$ cat src/rtl/atomic_rmw_pkg.sv
package atomic_rmw_pkg;

   localparam logic [1:0] SZ_WORD  = 2'b00;
   localparam logic [1:0] SZ_DWORD = 2'b11;

   localparam logic [7:0] OPC_ADD  = 8'h00;
   localparam logic [7:0] OPC_OR   = 8'h40;
   localparam logic [7:0] OPC_AND  = 8'h50;
   localparam logic [7:0] OPC_XOR  = 8'ha0;
   localparam logic [7:0] OPC_SWAP = 8'he0;
   localparam logic [7:0] OPC_CAS  = 8'hf0;

   typedef enum logic [2:0] {
      K_ADD, K_OR, K_AND, K_XOR, K_SWAP, K_CAS
   } rmw_kind_e;

   typedef enum logic [2:0] {
      ST_IDLE, ST_READ, ST_WAIT, ST_WRITE, ST_DONE
   } rmw_state_e;

endpackage

$ cat src/rtl/atomic_rmw_decode.sv
module atomic_rmw_decode
   import atomic_rmw_pkg::*;
(
   input  logic [31:0] op,
   input  logic [1:0]  size,
   output rmw_kind_e   kind,
   output logic        fetch,
   output logic        wide,
   output logic        illegal
);
   logic op_bad;
   logic size_bad;

   always_comb begin
      kind   = K_ADD;
      op_bad = 1'b0;
      fetch  = op[0];
      unique case (op[7:1])
         OPC_ADD[7:1]:  kind = K_ADD;
         OPC_OR[7:1]:   kind = K_OR;
         OPC_AND[7:1]:  kind = K_AND;
         OPC_XOR[7:1]:  kind = K_XOR;
         OPC_SWAP[7:1]: begin kind = K_SWAP; op_bad = !op[0]; end
         OPC_CAS[7:1]:  begin kind = K_CAS;  op_bad = !op[0]; end
         default:       op_bad = 1'b1;
      endcase
      if (op[31:8] != 24'd0) op_bad = 1'b1;
   end

   assign size_bad = (size != SZ_WORD) && (size != SZ_DWORD);
   assign wide     = (size == SZ_DWORD);
   assign illegal  = op_bad || size_bad;

endmodule

$ cat src/rtl/atomic_rmw_alu.sv
module atomic_rmw_alu
   import atomic_rmw_pkg::*;
#(
   parameter int DATA_W = 64
) (
   input  logic              wide,
   input  rmw_kind_e         kind,
   input  logic [DATA_W-1:0] rd,
   input  logic [DATA_W-1:0] src,
   input  logic [DATA_W-1:0] r0,
   output logic [DATA_W-1:0] old_val,
   output logic [DATA_W-1:0] new_val,
   output logic              cmp_eq
);
   localparam int HALF_W = DATA_W / 2;

   logic [DATA_W-1:0] mask;
   logic [DATA_W-1:0] s_op;
   logic [DATA_W-1:0] raw;

   assign mask    = wide ? {DATA_W{1'b1}} : {{HALF_W{1'b0}}, {HALF_W{1'b1}}};
   assign old_val = rd & mask;
   assign s_op    = src & mask;
   assign cmp_eq  = (old_val == (r0 & mask));

   always_comb begin
      unique case (kind)
         K_ADD:   raw = old_val + s_op;
         K_OR:    raw = old_val | s_op;
         K_AND:   raw = old_val & s_op;
         K_XOR:   raw = old_val ^ s_op;
         default: raw = s_op;
      endcase
      new_val = raw & mask;
   end

endmodule

$ cat src/rtl/atomic_rmw_unit.sv
module atomic_rmw_unit
   import atomic_rmw_pkg::*;
#(
   parameter int ADDR_W = 32,
   parameter int DATA_W = 64,
   parameter int RD_LAT = 1
) (
   input  logic                clk,
   input  logic                rst_n,
   input  logic                req_valid,
   output logic                req_ready,
   input  logic [ADDR_W-1:0]   req_addr,
   input  logic [1:0]          req_size,
   input  logic [31:0]         req_op,
   input  logic [DATA_W-1:0]   req_src,
   input  logic [DATA_W-1:0]   req_r0,
   output logic                mem_req,
   output logic                mem_we,
   output logic                mem_lock,
   output logic [ADDR_W-1:0]   mem_addr,
   output logic [DATA_W/8-1:0] mem_be,
   output logic [DATA_W-1:0]   mem_wdata,
   input  logic [DATA_W-1:0]   mem_rdata,
   output logic                done,
   output logic                err,
   output logic                wb_src_en,
   output logic                wb_r0_en,
   output logic [DATA_W-1:0]   wb_data
);
   localparam int BE_W  = DATA_W / 8;
   localparam int CNT_W = $clog2(RD_LAT + 1);

   initial begin
      assert (DATA_W == 64) else $error("DATA_W must be 64");
      assert (ADDR_W >= 1)  else $error("ADDR_W must be positive");
      assert (RD_LAT >= 1)  else $error("RD_LAT must be at least 1");
   end

   rmw_state_e        state_q;
   rmw_kind_e         kind_d, kind_q;
   logic              fetch_d, wide_d, illegal_d;
   logic              fetch_q, wide_q, err_q, wr_q;
   logic [ADDR_W-1:0] addr_q;
   logic [DATA_W-1:0] src_q, r0_q, old_q, new_q;
   logic [DATA_W-1:0] old_c, new_c;
   logic              eq_c;
   logic [CNT_W-1:0]  lat_q;
   logic              data_here;

   atomic_rmw_decode u_dec (
      .op      (req_op),
      .size    (req_size),
      .kind    (kind_d),
      .fetch   (fetch_d),
      .wide    (wide_d),
      .illegal (illegal_d)
   );

   atomic_rmw_alu #(.DATA_W(DATA_W)) u_alu (
      .wide    (wide_q),
      .kind    (kind_q),
      .rd      (mem_rdata),
      .src     (src_q),
      .r0      (r0_q),
      .old_val (old_c),
      .new_val (new_c),
      .cmp_eq  (eq_c)
   );

   assign data_here = (lat_q == CNT_W'(RD_LAT - 1));

   always_ff @(posedge clk or negedge rst_n) begin
      if (!rst_n) begin
         state_q <= ST_IDLE;
         kind_q  <= K_ADD;
         fetch_q <= 1'b0;
         wide_q  <= 1'b0;
         err_q   <= 1'b0;
         wr_q    <= 1'b0;
         addr_q  <= '0;
         src_q   <= '0;
         r0_q    <= '0;
         old_q   <= '0;
         new_q   <= '0;
         lat_q   <= '0;
      end else begin
         unique case (state_q)
            ST_IDLE: if (req_valid) begin
               kind_q  <= kind_d;
               fetch_q <= fetch_d;
               wide_q  <= wide_d;
               err_q   <= illegal_d;
               addr_q  <= req_addr;
               src_q   <= req_src;
               r0_q    <= req_r0;
               old_q   <= '0;
               state_q <= illegal_d ? ST_DONE : ST_READ;
            end
            ST_READ: begin
               lat_q   <= '0;
               state_q <= ST_WAIT;
            end
            ST_WAIT: begin
               if (data_here) begin
                  old_q   <= old_c;
                  new_q   <= new_c;
                  wr_q    <= (kind_q != K_CAS) || eq_c;
                  state_q <= ((kind_q != K_CAS) || eq_c) ? ST_WRITE : ST_DONE;
               end else begin
                  lat_q <= lat_q + 1'b1;
               end
            end
            ST_WRITE: state_q <= ST_DONE;
            default:  state_q <= ST_IDLE;
         endcase
      end
   end

   assign req_ready = (state_q == ST_IDLE);
   assign mem_req   = (state_q == ST_READ) || (state_q == ST_WRITE);
   assign mem_we    = (state_q == ST_WRITE);
   assign mem_lock  = (state_q == ST_READ) || (state_q == ST_WAIT) || (state_q == ST_WRITE);
   assign mem_addr  = addr_q;
   assign mem_wdata = new_q;
   assign mem_be    = wide_q ? {BE_W{1'b1}} : {{(BE_W/2){1'b0}}, {(BE_W/2){1'b1}}};
   assign done      = (state_q == ST_DONE);
   assign err       = done && err_q;
   assign wb_src_en = done && !err_q && fetch_q && (kind_q != K_CAS);
   assign wb_r0_en  = done && !err_q && (kind_q == K_CAS);
   assign wb_data   = old_q;

   // every memory access is covered by the lock
   a_r8_access_locked: assert property (@(posedge clk) disable iff (!rst_n)
      mem_req |-> mem_lock);
   // a write is always preceded by a locked cycle
   a_r8_write_after_lock: assert property (@(posedge clk) disable iff (!rst_n)
      (mem_req && mem_we) |-> $past(mem_lock));
   // completion lasts a single cycle
   a_r9_done_pulse: assert property (@(posedge clk) disable iff (!rst_n)
      done |=> !done);
   // an illegal request touched no memory
   a_r7_err_no_access: assert property (@(posedge clk) disable iff (!rst_n)
      err |-> (!$past(mem_req) && !wb_src_en && !wb_r0_en));
   // at most one write-back target
   a_r5_one_target: assert property (@(posedge clk) disable iff (!rst_n)
      !(wb_src_en && wb_r0_en));
   // a word write never enables the upper byte lanes
   a_r6_word_lanes: assert property (@(posedge clk) disable iff (!rst_n)
      (mem_req && mem_we && !wide_q) |-> (mem_be[BE_W-1:BE_W/2] == '0));

endmodule

$ cat config.mk
export PLATFORM = sky130hd
export DESIGN_NAME = atomic_rmw_unit
export DESIGN_NICKNAME = d
export VERILOG_FILES = /design/src/rtl/atomic_rmw_pkg.sv /design/src/rtl/atomic_rmw_decode.sv /design/src/rtl/atomic_rmw_alu.sv /design/src/rtl/atomic_rmw_unit.sv
export SDC_FILE = /design/constraint.sdc
export NUM_CORES = 1
export LEC_CHECK = 0
export BUFFER_PORTS_ARGS = -buffer_cell sky130_fd_sc_hd__buf_2
export CORE_ASPECT_RATIO = 1.1
export CORE_MARGIN = 4
export CORE_UTILIZATION = 30
export DETAILED_ROUTE_END_ITERATION = 10
export GPL_TIMING_DRIVEN = 1
export PLACE_DENSITY = 0.51
export SLEW_MARGIN = 25
export SYNTH_ARGS = -nofsm -noshare
export SYNTH_HDL_FRONTEND = slang
export SYNTH_HIERARCHICAL = 1
export SYNTH_SLANG_ARGS = --single-unit
$ cat constraint.sdc
create_clock -name clk -period 4.7 [get_ports clk]
set_input_delay 0.94 -clock clk [delete_from_list [all_inputs] [get_ports clk]]
set_output_delay 0.94 -clock clk [all_outputs]
set_load 0.02 [all_outputs]
Word-level counts from Yosys, hierarchy flattened
Index checks and enable logic that the tools add are counted.
- add/sub/neg operators: 2
- eq/ne operators: 19
- muxes and demuxes: 16
- bitwise operators: 8
- reductions and logical operators: 26
- operator list (kind ; number):
    AND 64 bit ; 5
    case mux 64 bit (4 select lines) ; 1
    2-to-1 mux 64 bit ; 3
    case mux 64 bit (2 select lines) ; 1
    adder 64 bit ; 1
    == test 64 bit ; 1
    OR 64 bit ; 1
    bitwise XOR 64 bit ; 1
    nonzero test 24 bit ; 1
    == test 7 bit (second input constant) ; 3
    case mux 3 bit (5 select lines) ; 1
    == test 7 x 6 -> 1 bit (second input constant) ; 2
    == test 3 x 2 -> 1 bit (second input constant) ; 4
    2-to-1 mux 3 bit ; 4
    case mux 3 bit (4 select lines) ; 1
    2-to-1 mux 8 bit ; 1
    zero test 7 bit ; 1
    == test 3 x 1 -> 1 bit (second input constant) ; 2
    == test 3 bit (second input constant) ; 2
    logical AND 1 bit ; 6
    zero test 3 bit ; 2
    inequality test 2 bit (second input constant) ; 3
    AND reduction 2 bit ; 3
    nonzero test 2 bit ; 3
    11 further kinds ; 18
- register bits: 298
- bits of input ports: 261
- output and inout bits: 176
- word-level logic and storage cells: 82

Logic depth before layout (Yosys ltp)
Gate-level depths: netlist (run 1).
- word-level depth: 8
- depth in mapped cells: 20
- gate-level depth less buffers: 15

Modules after synthesis
Netlist (run 1), hierarchy kept.
- by module, submodules not included (module ; instances ; cells an instance ; area an instance (um2) ; sequential area each (um2)):
    atomic_rmw_unit ; 1 ; 936 ; 11833.8 ; 7432.1
    atomic_rmw_alu ; 1 ; 1362 ; 8876.0 ; 0.0
    atomic_rmw_decode ; 1 ; 28 ; 185.2 ; 0.0

Least setup slack after synthesis (run 1)
OpenSTA, ideal clock, no wires.
- kind: reg-to-reg
- start point: reg wide_q
- end point: reg new_q[60] (netlist: mem_wdata[60])
- arrival time: 4.132 ns
- data required time: 4.583 ns
- path slack: 0.452 ns
- stages on the path, launching flop included: 21
- path buffers: 6
- period minus slack after synthesis: 4.248 ns
- cells stage by stage: dfrtp_1 buf_2 clkbuf_1 clkbuf_1 clkbuf_1 clkbuf_1 nand2_1 ha_1 buf_2 and3_1 and4_1 a32oi_1 nand2_1 a22o_1 a31oi_4 o311ai_4 a41o_1 xnor2_1 a22o_1 nand2_1 nand2_1
- word-level cells in the longest chain between the ends: 5
- RTL lines (element ; RTL line ; text):
    start: declaration ; atomic_rmw_unit.sv:42 ; logic fetch_q, wide_q, err_q, wr_q;
    start signal: assignment ; atomic_rmw_unit.sv:91 ; wide_q <= wide_d;
    2-to-1 mux 64 bit (*) ; atomic_rmw_alu.sv:21 ; assign mask = wide ? {DATA_W{1'b1}} : {{HALF_W{1'b0}}, {HALF_W{1'b1}}};
    AND 64 bit, on equally long branches ; atomic_rmw_alu.sv:22, atomic_rmw_alu.sv:23 ;
    adder 64 bit, or another cell as far along ; atomic_rmw_alu.sv:28 ; K_ADD: raw = old_val + s_op;
    case mux 64 bit (4 select lines) ; atomic_rmw_alu.sv:27 ; unique case (kind)
    AND 64 bit (*) ; atomic_rmw_alu.sv:34 ; new_val = raw & mask;
    via new_c[60] ; atomic_rmw_unit.sv:45 ; logic [DATA_W-1:0] old_c, new_c;
    end signal: assignment ; atomic_rmw_unit.sv:106 ; new_q <= new_c;
    end: declaration ; atomic_rmw_unit.sv:44 ; logic [DATA_W-1:0] src_q, r0_q, old_q, new_q;
The timed path passes the listed nets; every way through them passes the cells marked *.
A chain may end at the register's enable or synchronous reset.

Worst setup path in the final report (run 1)
- start point: reg wide_q
- end point: reg new_q[61] (netlist: mem_wdata[61])
- word-level cells in the longest chain between the ends: 5
- RTL lines (element ; RTL line ; text):
    2-to-1 mux 64 bit ; atomic_rmw_alu.sv:21 ;
    AND 64 bit ; atomic_rmw_alu.sv:22 ; assign old_val = rd & mask;
    via old_c[32] ; atomic_rmw_unit.sv:45 ;
    adder 64 bit ; atomic_rmw_alu.sv:28 ;
    case mux 64 bit (4 select lines) ; atomic_rmw_alu.sv:27 ;
    AND 64 bit ; atomic_rmw_alu.sv:34 ;
    via new_c[61] ; atomic_rmw_unit.sv:45 ;
The timed path passes the listed nets, and every way through them passes these cells.

==> results.json, run 1 <==
{
  "ir_drop_uv": 289.2,
  "finalCriticalPeriod_ns": 3.886,
  "postRouteWirelength_mm": 79.71,
  "critPathCaptureType": "flip-flop",
  "maxCapViolations": 0,
  "tns_ns": 0,
  "root_buffer": "clkbuf_16",
  "cts_resized": 0,
  "slowest_stage": "dfrtp_4",
  "ys_async_sr_fraction_pct": 100.0,
  "critPathArrivalTime_ns": 4.38,
  "r2r_start": "wide_q$_DFFE_PN0P_",
  "netlist_area_um2": 20900,
  "layout-drive-gt1-share_pct": 28.39,
  "setup_viol": 0,
  "critical_path_required_ns": 5.20,
  "postLayoutCellArea_um2": 24810,
  "ys_ff_latch": 297,
  "via_per_inst": 5.056,
  "worstSetupStartpointType": "flip-flop",
  "crit_type": "reg2reg",
  "cts_tree": "built",
  "die_w_um": 259.6,
  "path_cells": "and2_1, inv_1, ha_1, nand2_1, o21a_1, nor3_1, a211oi_1, a21bo_2, o21ai_4, o41ai_4, a41oi_1, mux2i_1, a221oi_2, nand2_1, nand2_1",
  "syn_area_per_cell_um2": 8.983,
  "dr.pass1.iters": 5,
  "synth_edf_count": 0,
  "dp_hpwl_mm": 60.34,
  "holdWs_ns": 0.2456,
  "status": "finished clean",
  "cts_buffer_depth": 3,
  "cts_inserted_buffers": 39,
  "startpoint": "wide_q$_DFFE_PN0P_",
  "rsz0062_at_grt": "no",
  "timing_hold_violations_final": 0,
  "clock_latency_ns": 0.57,
  "clock-sinks": 297,
  "worst_pin_slew_ns": 0.9528,
  "skew_ns": 0.01611,
  "power_density_nw_per_um2": 341.5,
  "synth_ff_type": "dfrtp_1",
  "layout_commonest_cell": "nand2_1",
  "globalplace.congestion": 0.8882,
  "cpPeakStageDelay_ns": 0.81,
  "cts_htree_levels": 2,
  "grt_first_pass_wirelength_mm": 119.5,
  "grt-ovfl-total": 0,
  "yosysWarnings": 6,
  "finalNonFillerCells": 3606,
  "layout_setup_ws_ns": 0.8142,
  "post_dp_cell_area_um2": 23440,
  "place_ws_ns": 0.1929,
  "grt_pass1_vias": 18804,
  "p_leak_nw": 11.63,
  "ys_types": 94,
  "grt_max_degree": 111,
  "slew-limit-headroom_pct": 36.25,
  "vias": 18233,
  "hp-class": "in2async",
  "cp_max_fo": 45,
  "io_pins": 437,
  "gr-usage-all-layers_pct": 20.91,
  "yosysSeqAreaShare_pct": 35.57,
  "rrSetupSlack_ns": 0.81,
  "slew_violations": 0,
  "dieArea_um2": 73940,
  "finalCritPeriodShare_pct": 82.68,
  "std_cell_rows": 101,
  "fin_nets": 3007,
  "port_buffers": 432,
  "dieHeight_um": 284.8,
  "multiInputGateArea_um2": 11810,
  "drc_errors": 0,
  "clkTransAtPathRegs_ns": 0.06,
  "cts_hold_buf": 0,
  "ff2ff_path_depth": 15,
  "drt-initial-drc-count": 955,
  "final_cell_mix": "478 x nand2_1, 431 x buf_2, 294 x dfrtp_1, 143 x o21ai_0, 121 x inv_1",
  "r2r-end": "mem_wdata[61]$_DFFE_PN0N_",
  "fill_cells": 7251,
  "coreArea_um2": 69000,
  "syn_inst": 2326,
  "ant_nets": 0,
  "timing.fmax_mhz": 257.3,
  "grt_antenna_before_repair": 7,
  "wl_per_cell_um": 22.10,
  "numPlacedInstances": 3531,
  "postCtsSetupRepairBufs": 0,
  "syn_to_final_growth_pct": 18.73,
  "register_area_um2": 7441,
  "start_util_pct": 30.28,
  "crit_top_cell": "nand2_1"
}
==> cell usage after synthesis, types with 21 or more instances <==
cell type | number | area share (%)
nand2_1 | 478 | 8.6
dfrtp_1 | 297 | 36
o21ai_0 | 143 | 3.4
inv_1 | 121 | 2.2
a21oi_1 | 120 | 2.9
nor2_1 | 102 | 1.8
ha_1 | 99 | 5.9
mux2_4 | 90 | 6.5
mux2_2 | 80 | 4.3
clkbuf_1 | 67 | 1.2
xnor2_1 | 65 | 2.7
xor2_1 | 59 | 2.5
buf_2 | 54 | 1.3
buf_4 | 51 | 1.8
mux2i_1 | 50 | 2.4
a211oi_1 | 30 | 1.1
nand4_1 | 28 | 0.84
and2_1 | 24 | 0.72
o22ai_1 | 23 | 0.69
a21o_1 | 21 | 0.75
==> cell type report <==
class / instances / area share [%]
Antenna cell: 2 / 0.02017
Inverter: 121 / 1.831
Multi-Input combinational cell: 1711 / 47.61
Sequential cell: 297 / 29.99
Tap cell: 927 / 4.675
Clock buffer: 50 / 4.388
Timing Repair Buffer: 476 / 10.47
Clock inverter: 22 / 1.014
==> per-layer routing <==
layer | vias up | share of wire [%] | GRT usage [%]
met5 | - | 0.077 | 0
met4 | 10 | 2.7 | 5.748
met3 | 101 | 5.2 | 3.810
met2 | 508 | 51 | 37.93
met1 | 8992 | 41 | 25.31
li1 | 8622 | - | -
==> where the power goes <==
group	switching [mW]	total, mW	internal (mW)	leakage (nW)
registers	0.215	2.98	2.77	3.44
logic	1.34	2.36	1.02	7.54
clock network	1.26	3.13	1.88	0.656
total	2.81	8.47	5.66	11.6
==> critical path: cells and delay by family, from the launching register on <==
| family | cells | cell delay, ns |
|---|---|---|
| AO/OA/AOI/OAI | 7 | 1.56 |
| adder cells (fa/ha/maj) | 1 | 0.44 |
| multiplexers | 1 | 0.18 |
| AND/OR/NAND/NOR | 5 | 0.72 |
| buffers and inverters | 1 | 0.05 |
| flip-flops | 1 | 0.81 |
==> logic make-up (layout without fill, tap and decap cells) <==
group / Yosys count / in the layout / share of synthesized area [%]
flops: 297 / 297 / 35.57
fa+ha+maj: 103 / 103 / 6.174
xor+xnor: 124 / 124 / 5.198
simple gates: 751 / 751 / 15.60
buf+inv: 321 / 669 / 8.006
other cells: 1 / 6 / 0.01795
compound gates: 501 / 501 / 15.77
mux: 228 / 228 / 13.66
==> per-stage QoR <==
step	power [mW]	util, %
floorplan	4.648	-
global placement	5.350	33.97
detailed placement	5.377	33.97
CTS	8.590	35.91
global route	8.945	35.95
finish	8.472	35.96
==> registers in the layout (all words and copies together), names as in the netlist <==
name       cells
wide_q         1
err_q          1
state_q        3
src_q         64
fetch_q        1
mem_wdata     64
mem_addr      32
r0_q          64
kind_q         3
wb_data       64
==> how the worst max path moves through the flow <==
stage,end,slack [ns],cells after the start
after floorplan,mem_wdata[60]$_DFFE_PN0N_,0.45,20
after global placement,mem_wdata[59]$_DFFE_PN0N_,0.14,15
after detailed placement,mem_wdata[59]$_DFFE_PN0N_,0.19,15
after CTS,mem_wdata[59]$_DFFE_PN0N_,0.77,15
after global routing,mem_wdata[59]$_DFFE_PN0N_,0.45,15
final,mem_wdata[61]$_DFFE_PN0N_,0.81,15
Power figures use the tool's default switching activity.
==> run 2, diff against run 1 <==
--- a/config.mk
+++ b/config.mk
@@ -11,7 +11,7 @@
 export CORE_UTILIZATION = 30
 export DETAILED_ROUTE_END_ITERATION = 10
 export GPL_TIMING_DRIVEN = 1
-export PLACE_DENSITY = 0.51
+export PLACE_DENSITY = 0.53
 export SLEW_MARGIN = 25
 export SYNTH_ARGS = -nofsm -noshare
 export SYNTH_HDL_FRONTEND = slang
==> constraint.sdc (replaced) <==
create_clock -name clk -period 3.47 [get_ports clk]
set_input_delay 0.694 -clock clk [delete_from_list [all_inputs] [get_ports clk]]
set_output_delay 0.694 -clock clk [all_outputs]
set_load 0.02 [all_outputs]
==> run 2 against run 1 <==
Effect of this change:
- global-route usage increased by 0.89 points
- non-clock buffer count up 261
- design area rose by 9.8%
- clock power increased by 43%
- first-iteration DRC count is 12% higher
- core utilization up 3.5 points
- count of clock-buffer cells in the layout increased by 6
- combinational power rose by 66%
- critical path type unchanged
- critical endpoint is now mem_wdata[60]$_DFFE_PN0N_
==> results.json, run 2 (same netlist as run 1, synthesis figures left out) <==
{
  "status": "finished clean",
  "final_util_pct": 39.48,
  "post_dp_cell_area_um2": 25360,
  "io_pins": 437,
  "die_w_um": 259.6,
  "finalCriticalPeriod_ns": 3.373,
  "setup_viol": 0,
  "timing_hold_violations_final": 0,
  "dieArea_um2": 73940,
  "dieHeight_um": 284.8,
  "critPathCaptureType": "flip-flop",
  "path_buf_inv": 2,
  "ant_nets": 0,
  "root_buffer": "clkbuf_16",
  "cts_buffer_depth": 3,
  "drc_errors": 0,
  "numPlacedInstances": 3781,
  "start_util_pct": 30.28,
  "wl_per_cell_um": 21.55,
  "worst_pin_slew_ns": 0.9441,
  "std_cell_rows": 101,
  "coreArea_um2": 69000,
  "register_area_um2": 7442,
  "fill_cells": 7053,
  "cts_htree_levels": 2,
  "hp-class": "in2async",
  "skew_ns": 0.02085,
  "globalplace.congestion": 0.9241,
  "grt-ovfl-total": 0,
  "multiInputGateArea_um2": 12180,
  "postRouteWirelength_mm": 83.43,
  "slew_violations": 0,
  "holdWs_ns": 0.1513,
  "timing.fmax_mhz": 296.5,
  "cp.depth": 16,
  "layout-drive-gt1-share_pct": 36.44,
  "clock-sinks": 297,
  "critical_path_required_ns": 3.91,
  "cts_hold_buf": 0,
  "vias": 19220,
  "grt_antenna_before_repair": 13,
  "cpPeakStageDelay_ns": 0.44,
  "fin_nets": 3269,
  "cts_tree": "built",
  "slowest_stage": "o311ai_4",
  "grt_pass1_vias": 20011,
  "dr.pass1.iters": 5,
  "port_buffers": 432,
  "critPathArrivalTime_ns": 3.82,
  "maxCapViolations": 0,
  "ir_drop_uv": 304.2,
  "finalCritPeriodShare_pct": 97.21,
  "drt-initial-drc-count": 1074,
  "worstSetupStartpointType": "flip-flop",
  "finalNonFillerCells": 3872,
  "gr-usage-all-layers_pct": 21.80,
  "rsz0062_at_grt": "yes",
  "grt_first_pass_wirelength_mm": 124.3,
  "path_cells": "ha_2, inv_2, fa_2, nor2b_2, o31a_2, a21bo_4, a31oi_4, o41ai_4, buf_6, a31oi_4, o311ai_4, a41o_1, xnor2_1, a22o_1, nand2_1, nand2_1",
  "cp_max_fo": 4,
  "layout_commonest_cell": "nand2_1",
  "ff2ff_path_depth": 16,
  "postLayoutCellArea_um2": 27240,
  "cts_inserted_buffers": 40,
  "clkTransAtPathRegs_ns": 0.06,
  "p_leak_nw": 12.98,
  "tns_ns": 0,
  "final_cell_mix": "475 x nand2_1, 432 x buf_2, 294 x buf_4, 293 x dfrtp_1, 132 x o21ai_0",
  "slew-limit-headroom_pct": 36.82,
  "crit_family": "compound AO/OA/AOI/OAI gates",
  "dp_hpwl_mm": 64.40,
  "crit_type": "reg2reg",
  "grt_max_degree": 129,
  "clock_latency_ns": 0.57,
  "syn_to_final_growth_pct": 30.38,
  "power_density_nw_per_um2": 455.4,
  "via_per_inst": 4.964
}
-- run 2: metal layers --
layer  track usage, %  part of all wire (%)  up-vias
li1                 -                     -     9144
met1            27.39                    42     9336
met2            37.07                    49      587
met3            3.713                   5.2      145
met4            9.027                   4.4        8
met5                0                 0.062        -
-- run 2: layout make-up --
| type | count | area share, % |
|---|---|---|
| diodes | 6 | 0.05511 |
| clock buffers | 56 | 4.152 |
| clock inverters | 17 | 1.079 |
| inverters | 121 | 1.667 |
| multi-input cells | 1711 | 44.71 |
| flip-flops and latches | 297 | 27.32 |
| well taps | 927 | 4.257 |
| repair buffers | 737 | 16.76 |
-- run 2: worst reg2reg max path: stages, from the launching register on --
cell and delay (ns):
dfrtp_1 0.40, ha_2 0.21, inv_2 0.04, fa_2 0.34, nor2b_2 0.14, o31a_2 0.17
a21bo_4 0.14, a31oi_4 0.12, o41ai_4 0.33, buf_6 0.18, a31oi_4 0.13, o311ai_4 0.45
a41o_1 0.25, xnor2_1 0.07, a22o_1 0.18, nand2_1 0.06, nand2_1 0.06
-- run 2: where the power goes --
group          leakage [nW]  internal [mW]  switching, mW  total, mW
sequential             3.43           3.75          0.258       4.01
combinational          8.85           1.88           2.05       3.92
clock                 0.692           2.75           1.72       4.47
total                  13.0           8.38           4.03       12.4
-- run 2: what timing repair did --
action                                  CTS  global route
resized for setup                         6            63
buffers inserted                          0            12
pin swaps                                 1            20
endpoints found under the setup margin   13            24
-- run 2: final timing paths --
check                                                from                   endpoint  slack (ns)
worst max-delay path                 src_q[0]$_DFFE_PN0P_  mem_wdata[60]$_DFFE_PN0N_         0.1
worst min-delay path                                rst_n      src_q[57]$_DFFE_PN0P_        0.15
worst max register to register       src_q[0]$_DFFE_PN0P_  mem_wdata[60]$_DFFE_PN0N_         0.1
worst min register to register  mem_wdata[39]$_DFFE_PN0N_  mem_wdata[39]$_DFFE_PN0N_        0.47
max in group asynchronous                           rst_n    mem_addr[5]$_DFFE_PN0P_        2.40
min in group clk                              req_src[50]      src_q[50]$_DFFE_PN0P_        0.35
-- run 2: through the flow --
step	setup slack (ns)	total power [mW]
after floorplan	0.007343	6.321
after detailed placement	-0.5306	7.839
final	0.09676	12.41
after global routing	-0.04193	13.06
after CTS	0.01408	12.44
after global placement	-0.5547	7.806
==> run 3, diff against run 2 <==
--- a/config.mk
+++ b/config.mk
@@ -5,6 +5,7 @@
 export SDC_FILE = /design/constraint.sdc
 export NUM_CORES = 1
 export LEC_CHECK = 0
+export ABC_AREA = 1
 export BUFFER_PORTS_ARGS = -buffer_cell sky130_fd_sc_hd__buf_2
 export CORE_ASPECT_RATIO = 1.1
 export CORE_MARGIN = 4
==> run 3 against run 2 <==
Effect of this change:
- non-clock buffer count is 239 lower
- combinational power grew to 2.9 times the previous value
- synthesized cell count up 38%
- maximum frequency is 9.6% higher
- first-iteration DRC count grew 33%
- worst hold slack got worse by 0.022 ns
- critical path depth shrank 1
- power is 74% higher
- via count grew 11%
- count of clock-buffer cells in the layout shrank 4
- critical endpoint is now mem_wdata[55]$_DFFE_PN0N_
- largest power group is now combinational logic
- highest routed layer unchanged
==> results.json, run 3 <==
{
  "cts_buffer_depth": 3,
  "setup_viol": 0,
  "postRouteWirelength_mm": 85.19,
  "worstSetupStartpointType": "flip-flop",
  "post_dp_cell_area_um2": 24520,
  "root_buffer": "clkbuf_16",
  "path_buf_inv": 1,
  "gr-usage-all-layers_pct": 21.79,
  "yosysTopAreaCell": "dfrtp_1",
  "std_cell_rows": 102,
  "ant_nets": 0,
  "crit_type": "reg2reg",
  "wl_per_cell_um": 18.61,
  "r2r-end": "mem_wdata[55]$_DFFE_PN0N_",
  "ys_types": 51,
  "ff2ff_path_depth": 15,
  "maxCapViolations": 0,
  "grt_first_pass_wirelength_mm": 128.7,
  "tns_ns": 0,
  "die_w_um": 262.5,
  "coreArea_um2": 70450,
  "grt_antenna_before_repair": 8,
  "grt-ovfl-total": 0,
  "final_cell_mix": "1439 x nand2_1, 431 x buf_2, 378 x inv_1, 295 x dfrtp_1, 163 x nor2_1",
  "critPathCaptureType": "flip-flop",
  "drc_errors": 0,
  "drt-initial-drc-count": 1430,
  "fill_cells": 7778,
  "vias": 21272,
  "dieHeight_um": 287.9,
  "slew-limit-headroom_pct": 48.41,
  "synth_edf_count": 0,
  "cpPeakStageDelay_ns": 0.72,
  "fin_nets": 3972,
  "dr.pass1.iters": 5,
  "path_cells": "buf_4, nand2_1, nand2_1, nand2_2, nor2_4, nand2_4, nor2_4, nand2_1, nand3_1, nand3_1, nand4_1, nand3_1, a21oi_1, nand2_1, nand2_1",
  "globalplace.congestion": 0.9491,
  "layout_commonest_cell": "nand2_1",
  "synth_ff_type": "dfrtp_1",
  "syn_inst": 3218,
  "cts_hold_buf": 0,
  "clock-sinks": 297,
  "skew_ns": 0.01713,
  "synth_top_cell_area_share_pct": 34.78,
  "synthTopCellsByCount": "1440 x nand2_1, 378 x inv_1, 297 x dfrtp_1, 163 x nor2_1, 135 x nand3_1",
  "yosysSeqAreaShare_pct": 34.78,
  "timing.fmax_mhz": 324.8,
  "critPathArrivalTime_ns": 3.58,
  "finalCriticalPeriod_ns": 3.079,
  "via_per_inst": 4.647,
  "cts_htree_levels": 2,
  "worst_pin_slew_ns": 0.7544,
  "cts_resized": 0,
  "cp_max_fo": 36,
  "cts_tree": "built",
  "critical_path_required_ns": 3.97,
  "clock_latency_ns": 0.57,
  "grt_max_degree": 130,
  "synth_area_leaders": "dfrtp_1 35%, nand2_1 25%, inv_1 6.6%",
  "p_leak_nw": 14.70,
  "hp-class": "in2async",
  "syn_area_per_cell_um2": 6.640,
  "grt_pass1_vias": 20893,
  "netlist_area_um2": 21370,
  "yosysWarnings": 6,
  "layout-drive-gt1-share_pct": 18.86,
  "status": "finished clean",
  "finalCritPeriodShare_pct": 88.72,
  "ys_ff_latch": 297,
  "synth_most_common_cell": "nand2_1",
  "postLayoutCellArea_um2": 25780,
  "timing_hold_violations_final": 0,
  "io_pins": 437,
  "syn_to_final_growth_pct": 20.68,
  "cts_inserted_buffers": 38,
  "clkTransAtPathRegs_ns": 0.06,
  "r2r_start": "wide_q$_DFFE_PN0P_",
  "postCtsSetupRepairBufs": 0,
  "ir_drop_uv": 379.9,
  "slew_violations": 0,
  "rsz0062_at_grt": "no",
  "power_density_nw_per_um2": 839.4,
  "port_buffers": 432,
  "start_util_pct": 30.33,
  "dieArea_um2": 75560,
  "slowest_stage": "dfrtp_4",
  "ys_async_sr_fraction_pct": 100.0,
  "rrSetupSlack_ns": 0.39,
  "crit_top_cell": "nand2_1",
  "crit_family": "simple AND/OR/NAND/NOR gates",
  "dp_hpwl_mm": 66.53,
  "startpoint": "wide_q$_DFFE_PN0P_"
}
==> run 3: cell types whose count changed after synthesis, moves of 29 or more <==
cell and delta:
nand2_2 +34, mux2_2 -80, o21ai_0 -72, inv_1 +257, mux2_4 -90, mux2i_1 -50
nand2_1 +962, xor2_1 -57, a22oi_1 +34, o2111ai_1 +29, nand3_1 +115, nor2_1 +61
==> run 3: final cells by class <==
type	count	area [um2]	area share (%)
clock inverters	14	136.4	0.5289
well taps	936	1171	4.542
clock buffers	52	1115	4.324
diodes	5	12.51	0.04852
flip-flops and latches	297	7437	28.84
multi-input cells	2382	11620	45.07
repair buffers	498	2805	10.88
inverters	394	1488	5.770
==> run 3: worst max path at each step <==
stage	endpoint	slack [ns]	depth (start not counted)
3_5_place_dp	mem_wdata[45]$_DFFE_PN0N_	0.08	17
5_1_grt	mem_wdata[34]$_DFFE_PN0N_	0.14	14
6_report	mem_wdata[55]$_DFFE_PN0N_	0.39	15
4_1_cts	mem_wdata[58]$_DFFE_PN0N_	0.36	13
3_3_place_gp	mem_wdata[45]$_DFFE_PN0N_	0.08	17
2_1_floorplan	mem_wdata[59]$_DFFE_PN0N_	0.51	22
==> run 3: layer usage <==
layer | share of wire [%] | global-route usage, % | wire length, um
met1 | 46 | 29.57 | 38810
met2 | 46 | 36.00 | 39370
met3 | 5.8 | 4.171 | 4960
met4 | 2.3 | 5.326 | 2002
met5 | 0.063 | 0 | 54
==> run 3: per-stage QoR <==
step | total power [mW] | worst slack [ns] | util [%] | hold WS (ns) | std cells
floorplan | 13.58 | 0.5125 | - | 0.3984 | 3221
global placement | 17.68 | 0.08161 | 34.81 | 0.4490 | 4507
detailed placement | 17.73 | 0.08227 | 34.81 | 0.4531 | 4507
CTS | 21.92 | 0.3629 | 36.58 | 0.1291 | 4573
global route | 23.43 | 0.1421 | 36.59 | 0.1468 | 4574
finish | 21.64 | 0.3913 | 36.60 | 0.1294 | 4578
==> run 3: kinds of logic after synthesis <==
family                   share of synthesized area [%]
flip-flops                                       34.78
other                                          0.01755
adder cells (fa/ha/maj)                          5.891
AO/OA/AOI/OAI                                    9.680
buffers and inverters                            10.92
XOR/XNOR                                         2.091
AND/OR/NAND/NOR                                  36.62
==> run 3: worst register-to-register path, cell delays in order, from the launching register on <==
cell     delay [ns]
dfrtp_4        0.72
buf_4          0.46
nand2_1        0.16
nand2_1        0.10
nand2_2        0.14
nor2_4         0.22
nand2_4        0.09
nor2_4         0.13
nand2_1        0.10
nand3_1        0.19
nand3_1        0.18
nand4_1        0.13
nand3_1        0.09
a21oi_1        0.14
nand2_1        0.06
nand2_1        0.10
==> run 3: power breakdown <==
part / leakage (nW) / internal (mW) / switching (mW) / total, mW
clock: 0.619 / 2.40 / 1.64 / 4.03
combinational: 10.3 / 3.60 / 7.81 / 11.4
sequential: 3.80 / 5.00 / 1.19 / 6.20
total: 14.7 / 11.0 / 10.6 / 21.6
